### config.mk
export PLATFORM = sky130hd
export DESIGN_NAME = fpsr_ctrl
export DESIGN_NICKNAME = d
export VERILOG_FILES = /design/src/rtl/fpsr_pkg.sv /design/src/rtl/fpsr_load_seq.sv /design/src/rtl/fpsr_exc_unit.sv /design/src/rtl/fpsr_ctrl.sv
export SDC_FILE = /design/constraint.sdc
export NUM_CORES = 1
export LEC_CHECK = 0
export ABC_CLOCK_PERIOD_IN_PS = 1900
export BUFFER_PORTS_ARGS = -buffer_cell sky130_fd_sc_hd__buf_2
export CAP_MARGIN = 10
export CORE_MARGIN = 2
export CORE_UTILIZATION = 27
export CTS_BUF_LIST = sky130_fd_sc_hd__clkbuf_8
export DETAILED_ROUTE_END_ITERATION = 7
export GPL_ROUTABILITY_DRIVEN = 1
export SLEW_MARGIN = 20
export SYNTH_ARGS = -nofsm -noshare
export SYNTH_HDL_FRONTEND = slang
export SYNTH_SLANG_ARGS = --single-unit
### constraint.sdc
create_clock -name clk -period 1.9 [get_ports clk]
set_clock_uncertainty 0.2 [all_clocks]
set_input_delay 0 -clock clk [delete_from_list [all_inputs] [get_ports clk]]
set_output_delay 0 -clock clk [all_outputs]
set_load 0.005 [all_outputs]
### src/rtl/fpsr_pkg.sv
package fpsr_pkg;
  localparam int REG_W    = 32;
  localparam int XW       = 5;
  localparam int FLG_LO   = 0;
  localparam int EN_LO    = 5;
  localparam int CA_LO    = 10;
  localparam int SZ_POS   = 20;
  localparam int FR_POS   = 21;
  localparam int X_INEXACT = 0;
  localparam int X_INVALID = 4;

  typedef enum logic [2:0] {
    TK_NONE    = 3'd0,
    TK_INEXACT = 3'd1,
    TK_UNDER   = 3'd2,
    TK_OVER    = 3'd3,
    TK_DIVZ    = 3'd4,
    TK_INVAL   = 3'd5
  } trap_kind_e;

  typedef struct packed {
    logic          fr;
    logic          sz;
    logic [XW-1:0] en;
    logic [XW-1:0] flg;
    logic [XW-1:0] ca;
  } fpsr_t;

  function automatic logic [REG_W-1:0] fpsr_pack(input fpsr_t s);
    logic [REG_W-1:0] r;
    r = '0;
    r[FLG_LO +: XW] = s.flg;
    r[EN_LO  +: XW] = s.en;
    r[CA_LO  +: XW] = s.ca;
    r[SZ_POS]       = s.sz;
    r[FR_POS]       = s.fr;
    return r;
  endfunction

  function automatic fpsr_t fpsr_unpack(input logic [REG_W-1:0] w);
    fpsr_t s;
    s.flg = w[FLG_LO +: XW];
    s.en  = w[EN_LO  +: XW];
    s.ca  = w[CA_LO  +: XW];
    s.sz  = w[SZ_POS];
    s.fr  = w[FR_POS];
    return s;
  endfunction

  // Highest set bit wins; code is its index plus one.
  function automatic trap_kind_e top_kind(input logic [XW-1:0] hit);
    trap_kind_e k;
    k = TK_NONE;
    for (int i = 0; i < XW; i++) begin
      if (hit[i]) k = trap_kind_e'(3'(i + 1));
    end
    return k;
  endfunction

  function automatic logic [XW-1:0] raised_set(input logic [XW-1:0] cause,
                                               input logic is_xform);
    logic [XW-1:0] r;
    r = cause;
    if (is_xform) r[X_INEXACT] = 1'b1;
    return r;
  endfunction
endpackage

### src/rtl/fpsr_load_seq.sv
module fpsr_load_seq #(
  parameter int LOAD_CYCLES = 5,
  parameter int W           = 32
) (
  input  logic         clk,
  input  logic         rst_n,
  input  logic         ld_i,
  input  logic [W-1:0] ld_data_i,
  output logic         busy_o,
  output logic         start_o,
  output logic         commit_o,
  output logic [W-1:0] commit_data_o
);
  localparam int CW = $clog2(LOAD_CYCLES + 1);

  logic [CW-1:0] cnt_q;
  logic [W-1:0]  hold_q;
  logic          pend_q;
  logic [W-1:0]  pend_data_q;

  assign busy_o        = (cnt_q != '0);
  assign commit_o      = busy_o && (cnt_q == CW'(1));
  assign commit_data_o = hold_q;
  assign start_o       = (ld_i && !busy_o) || (commit_o && (ld_i || pend_q));

  always_ff @(posedge clk or negedge rst_n) begin
    if (!rst_n) begin
      cnt_q       <= '0;
      hold_q      <= '0;
      pend_q      <= 1'b0;
      pend_data_q <= '0;
    end else if (!busy_o) begin
      if (ld_i) begin
        cnt_q  <= CW'(LOAD_CYCLES);
        hold_q <= ld_data_i;
      end
    end else if (commit_o) begin
      if (ld_i) begin
        cnt_q  <= CW'(LOAD_CYCLES);
        hold_q <= ld_data_i;
        pend_q <= 1'b0;
      end else if (pend_q) begin
        cnt_q  <= CW'(LOAD_CYCLES);
        hold_q <= pend_data_q;
        pend_q <= 1'b0;
      end else begin
        cnt_q <= '0;
      end
    end else begin
      cnt_q <= cnt_q - CW'(1);
      if (ld_i) begin
        pend_q      <= 1'b1;
        pend_data_q <= ld_data_i;
      end
    end
  end
endmodule

### src/rtl/fpsr_exc_unit.sv
module fpsr_exc_unit
  import fpsr_pkg::*;
(
  input  logic          op_go_i,
  input  logic          is_xform_i,
  input  logic [XW-1:0] cause_i,
  input  logic [XW-1:0] en_i,
  output logic [XW-1:0] new_cause_o,
  output logic          trap_hit_o,
  output trap_kind_e    trap_kind_o
);
  logic [XW-1:0] hit;

  always_comb begin
    new_cause_o = raised_set(cause_i, is_xform_i);
    hit         = new_cause_o & en_i;
    if (is_xform_i && en_i[X_INVALID]) hit[X_INVALID] = 1'b1;
    trap_hit_o  = op_go_i && (hit != '0);
    trap_kind_o = op_go_i ? top_kind(hit) : TK_NONE;
  end
endmodule

### src/rtl/fpsr_ctrl.sv
module fpsr_ctrl
  import fpsr_pkg::*;
#(
  parameter int LOAD_CYCLES = 5
) (
  input  logic        clk,
  input  logic        rst_n,
  input  logic        tog_bank_i,
  input  logic        tog_size_i,
  input  logic        ld_i,
  input  logic [31:0] ld_data_i,
  input  logic        fpop_i,
  input  logic        xform_i,
  input  logic [4:0]  exc_cause_i,
  output logic [31:0] stat_o,
  output logic        fr_o,
  output logic        sz_o,
  output logic        busy_o,
  output logic        trap_o,
  output logic [2:0]  trap_kind_o
);
  fpsr_t         st_q;
  logic          busy_w;
  logic          start_w;
  logic          commit_w;
  logic [31:0]   commit_data_w;
  logic          op_go_w;
  logic [XW-1:0] new_cause_w;
  logic          trap_hit_w;
  trap_kind_e    kind_w;
  logic          trap_q;
  trap_kind_e    kind_q;
  fpsr_t         commit_st_w;

  fpsr_load_seq #(.LOAD_CYCLES(LOAD_CYCLES), .W(REG_W)) u_seq (
    .clk           (clk),
    .rst_n         (rst_n),
    .ld_i          (ld_i),
    .ld_data_i     (ld_data_i),
    .busy_o        (busy_w),
    .start_o       (start_w),
    .commit_o      (commit_w),
    .commit_data_o (commit_data_w)
  );

  assign op_go_w     = (fpop_i || xform_i) && !busy_w;
  assign commit_st_w = fpsr_unpack(commit_data_w);

  fpsr_exc_unit u_exc (
    .op_go_i     (op_go_w),
    .is_xform_i  (xform_i),
    .cause_i     (exc_cause_i),
    .en_i        (st_q.en),
    .new_cause_o (new_cause_w),
    .trap_hit_o  (trap_hit_w),
    .trap_kind_o (kind_w)
  );

  always_ff @(posedge clk or negedge rst_n) begin
    if (!rst_n) begin
      st_q   <= '0;
      trap_q <= 1'b0;
      kind_q <= TK_NONE;
    end else begin
      trap_q <= trap_hit_w;
      kind_q <= kind_w;
      if (commit_w) begin
        st_q <= commit_st_w;
      end else if (!busy_w) begin
        if (tog_bank_i) st_q.fr <= ~st_q.fr;
        if (tog_size_i) st_q.sz <= ~st_q.sz;
        if (op_go_w) begin
          st_q.ca  <= new_cause_w;
          st_q.flg <= st_q.flg | new_cause_w;
        end
      end
    end
  end

  assign stat_o      = fpsr_pack(st_q);
  assign fr_o        = st_q.fr;
  assign sz_o        = st_q.sz;
  assign busy_o      = busy_w;
  assign trap_o      = trap_q;
  assign trap_kind_o = kind_q;
endmodule

==> impl_metrics.yaml <==
power:
  p_leak_nw: 1.79
  ir_drop_uv: 405
  p_per_area_nw_per_um2: 1400
sta:
  slew_viol_final: 0
  hold_slack_ns: 0.00137
  fin_crit_sh: 0.992
  tns_ns: 0
  rsz0062_at_grt: "yes"
  fin_ws_ns: 0.0155
  setup_viol: 0
  hold_viol_final: 0
  fmax_mhz: 531
  final.min_clock_period_ns: 1.88
synth:
  synth_edf_count: 0
  synth-simple-area-share: 0.0878
  syn_area_um2: 2720
  async_reset_ff_frac: 1.00
  synth_flop_cell: "dfrtp_1"
  netlist-cell-type-count: 37
  synth_seq_cells: 59
  synthCells: 239
  synthAdderAreaFrac: 0.0138
  synthMuxAreaShare: 0.172
  synth_top_family_by_area: "multiplexers"
  synth_warnings: 0
  syn_avg_cell_area_um2: 11.4
  synth-xor-area-share: 0.00643
  synth_compound_area_frac: 0.0997
  synth-seq-area-share: 0.542
grt:
  grt_pass1_vias: 2191
  grt_max_degree: 60
  grt.total_usage: 0.121
  grt_overflow_total: 0
  grt_pass1_wl_um: 10500
  antenna_found_initial: 0
clocking:
  cts_root_buf: "clkbuf_8"
  cts.sinks: 59
  cts_inserted_buffers: 9
  worstSkewPairLatency_ns: 0.33
  h-tree-depth: 3
  clk_path_buf_depth: 2
  cts_tree: "yes"
  clk_pin_slew_ns: 0.06
worst_setup_path:
  path_buf_inv: 3
  path_cells: "inv_2, ha_4, nor2b_1, buf_4, nor2_8, buf_12, mux2i_1, o21ai_1"
  cp_slowest_cell: "dfrtp_1"
  path_delay_family: "buffers and inverters"
  crit_path_max_fanout: 8
  worstSetupPathType: "flop to flop"
  cp_data_required_time_ns: 1.92
  cp.arrival_ns: 1.90
  critPathCaptureType: "flop"
  startpoint_type: "flop"
  worst_path_largest_cell_delay_ns: 0.40
placement:
  gp_congestion: 0.735
  dpl_worst_slack_ns: -0.0755
  placed_area_um2: 3140
  hpwl_um: 4340
  io_buffer_count: 52
detailed_routing:
  first_iter_violations: 102
  vias: 2001
  drc: 0
  antenna_left: 0
  wl_um: 6280
  first_pass_iters: 4
  wl_per_cell_um: 13.2
  vias_per_cell: 4.22
floorplan:
  die_area_um2: 10900
  die_h_um: 104
  coreArea_um2: 9770
  pin_count: 83
  die_width_um: 104
  row_count: 36
  initial_core_util: 0.279
finish:
  nets: 384
  fin_area_um2: 3790
  area_growth_pct: 39.3
  drive_gt1_frac: 0.326
  insertedDiodeCount: 0
  nFillCells: 994
hold_path:
  min-delay-path-class: "primary input to asynchronous set/reset pin"
run_status:
  run_status: "completed"
run:
  cap_violations: 0
## per-layer routing
metal  up-vias  global-route usage  routed length [µm]
li1        992                   -                   -
met1       946               0.150                2920
met2        52               0.195                2900
met3        11              0.0426                 374
met4         0              0.0405                  81
met5         -                   0                   0
## cells in the mapped netlist (all sizes together) (3+ instances only)
cell,count,area (µm²)
a21oi,9,45.0
buf,24,181
clkbuf,3,12.5
dfrtp,59,1480
ha,3,37.5
inv,4,15.0
mux2,22,248
mux2i,22,220
nand2,33,126
nor2,7,45.1
nor3b,3,22.5
o21ai,33,169
## cells in the final DEF, fill, tap and decap left out, types with 4 or more instances in the layout
cell type and n:
dfrtp_1 59, clkbuf_8 11, buf_4 10, nand2_1 32
mux2_4 4, mux2i_1 19, buf_2 53, nor2_1 5
conb_1 15, mux2_2 7, a21oi_1 9, o21ai_0 6
o21ai_1 26, buf_12 4, mux2_1 11, dlygate4sd3_1 29
## worst paths after layout
kind / startpoint / to / slack, ns / depth (start not counted)
max in group asynchronous: rst_n / u_seq.cnt_q[2] / 1.24 / 3
hold / removal: rst_n / u_seq.pend_data_q[3] / 0.001 / 3
hold reg to reg: u_seq.commit_data_o[1] / u_seq.commit_data_o[1] / 0.28 / 2
min in group clk: ld_data_i[7] / u_seq.pend_data_q[7] / 0.24 / 3
setup / recovery: u_seq.cnt_q[0] / u_seq.commit_data_o[7] / 0.02 / 8
setup reg to reg: u_seq.cnt_q[0] / u_seq.commit_data_o[7] / 0.02 / 8
## registers in the layout, indices dropped and copies added, names as in the netlist
name,flops
fr_o,1
stat_o,15
sz_o,1
trap_kind_o,3
trap_o,1
u_seq.cnt_q,3
u_seq.commit_data_o,17
u_seq.pend_data_q,17
u_seq.pend_q,1
## tightest hold or removal path: cells and delay by family
kind     cells  cell delay (ns)
buf+inv      3             0.92
## timing repair
item | in CTS | in global routing
pin swaps | 1 | 2
cloned | 1 | 1
resized for setup | 9 | 10
endpoints found under the hold margin | 113 | 0
hold buffers | 29 | 0
endpoints found under the setup margin | 19 | 33
buffers inserted | 3 | 4
## area by class of cell
| cell class | instances | area, µm² | area share |
|---|---|---|---|
| Clock inverter | 4 | 42.5 | 0.0112 |
| Sequential cell | 59 | 1480 | 0.389 |
| Tap cell | 133 | 166 | 0.0439 |
| Clock buffer | 11 | 151 | 0.0399 |
| Inverter | 4 | 15.0 | 0.00396 |
| Timing Repair Buffer | 100 | 769 | 0.203 |
| Multi-Input combinational cell | 163 | 1170 | 0.309 |
## stage by stage
stage	std cells	util	power [W]
after global routing	474	0.388	0.00573
after CTS	469	0.377	0.00518
final	474	0.388	0.00530
after global placement	421	0.321	0.00381
after detailed placement	421	0.321	0.00388
after floorplan	253	-	0.00324
## report_power, final
group	internal (W)	switching (W)
sequential	0.00180	0.000344
combinational	0.00108	0.000966
clock	0.000658	0.000453
## kinds of logic (layout without fill, tap and decap cells)
logic type,Yosys count,after routing
AOI/OAI and AO/OA,49,49
xor gates and xnor gates,2,2
adders and majority gates,3,3
buffers and inverters,31,119
DFF,59,59
muxes,44,44
other,1,15
and+or+nand+nor,50,50
(Power assumes the default switching activity.)
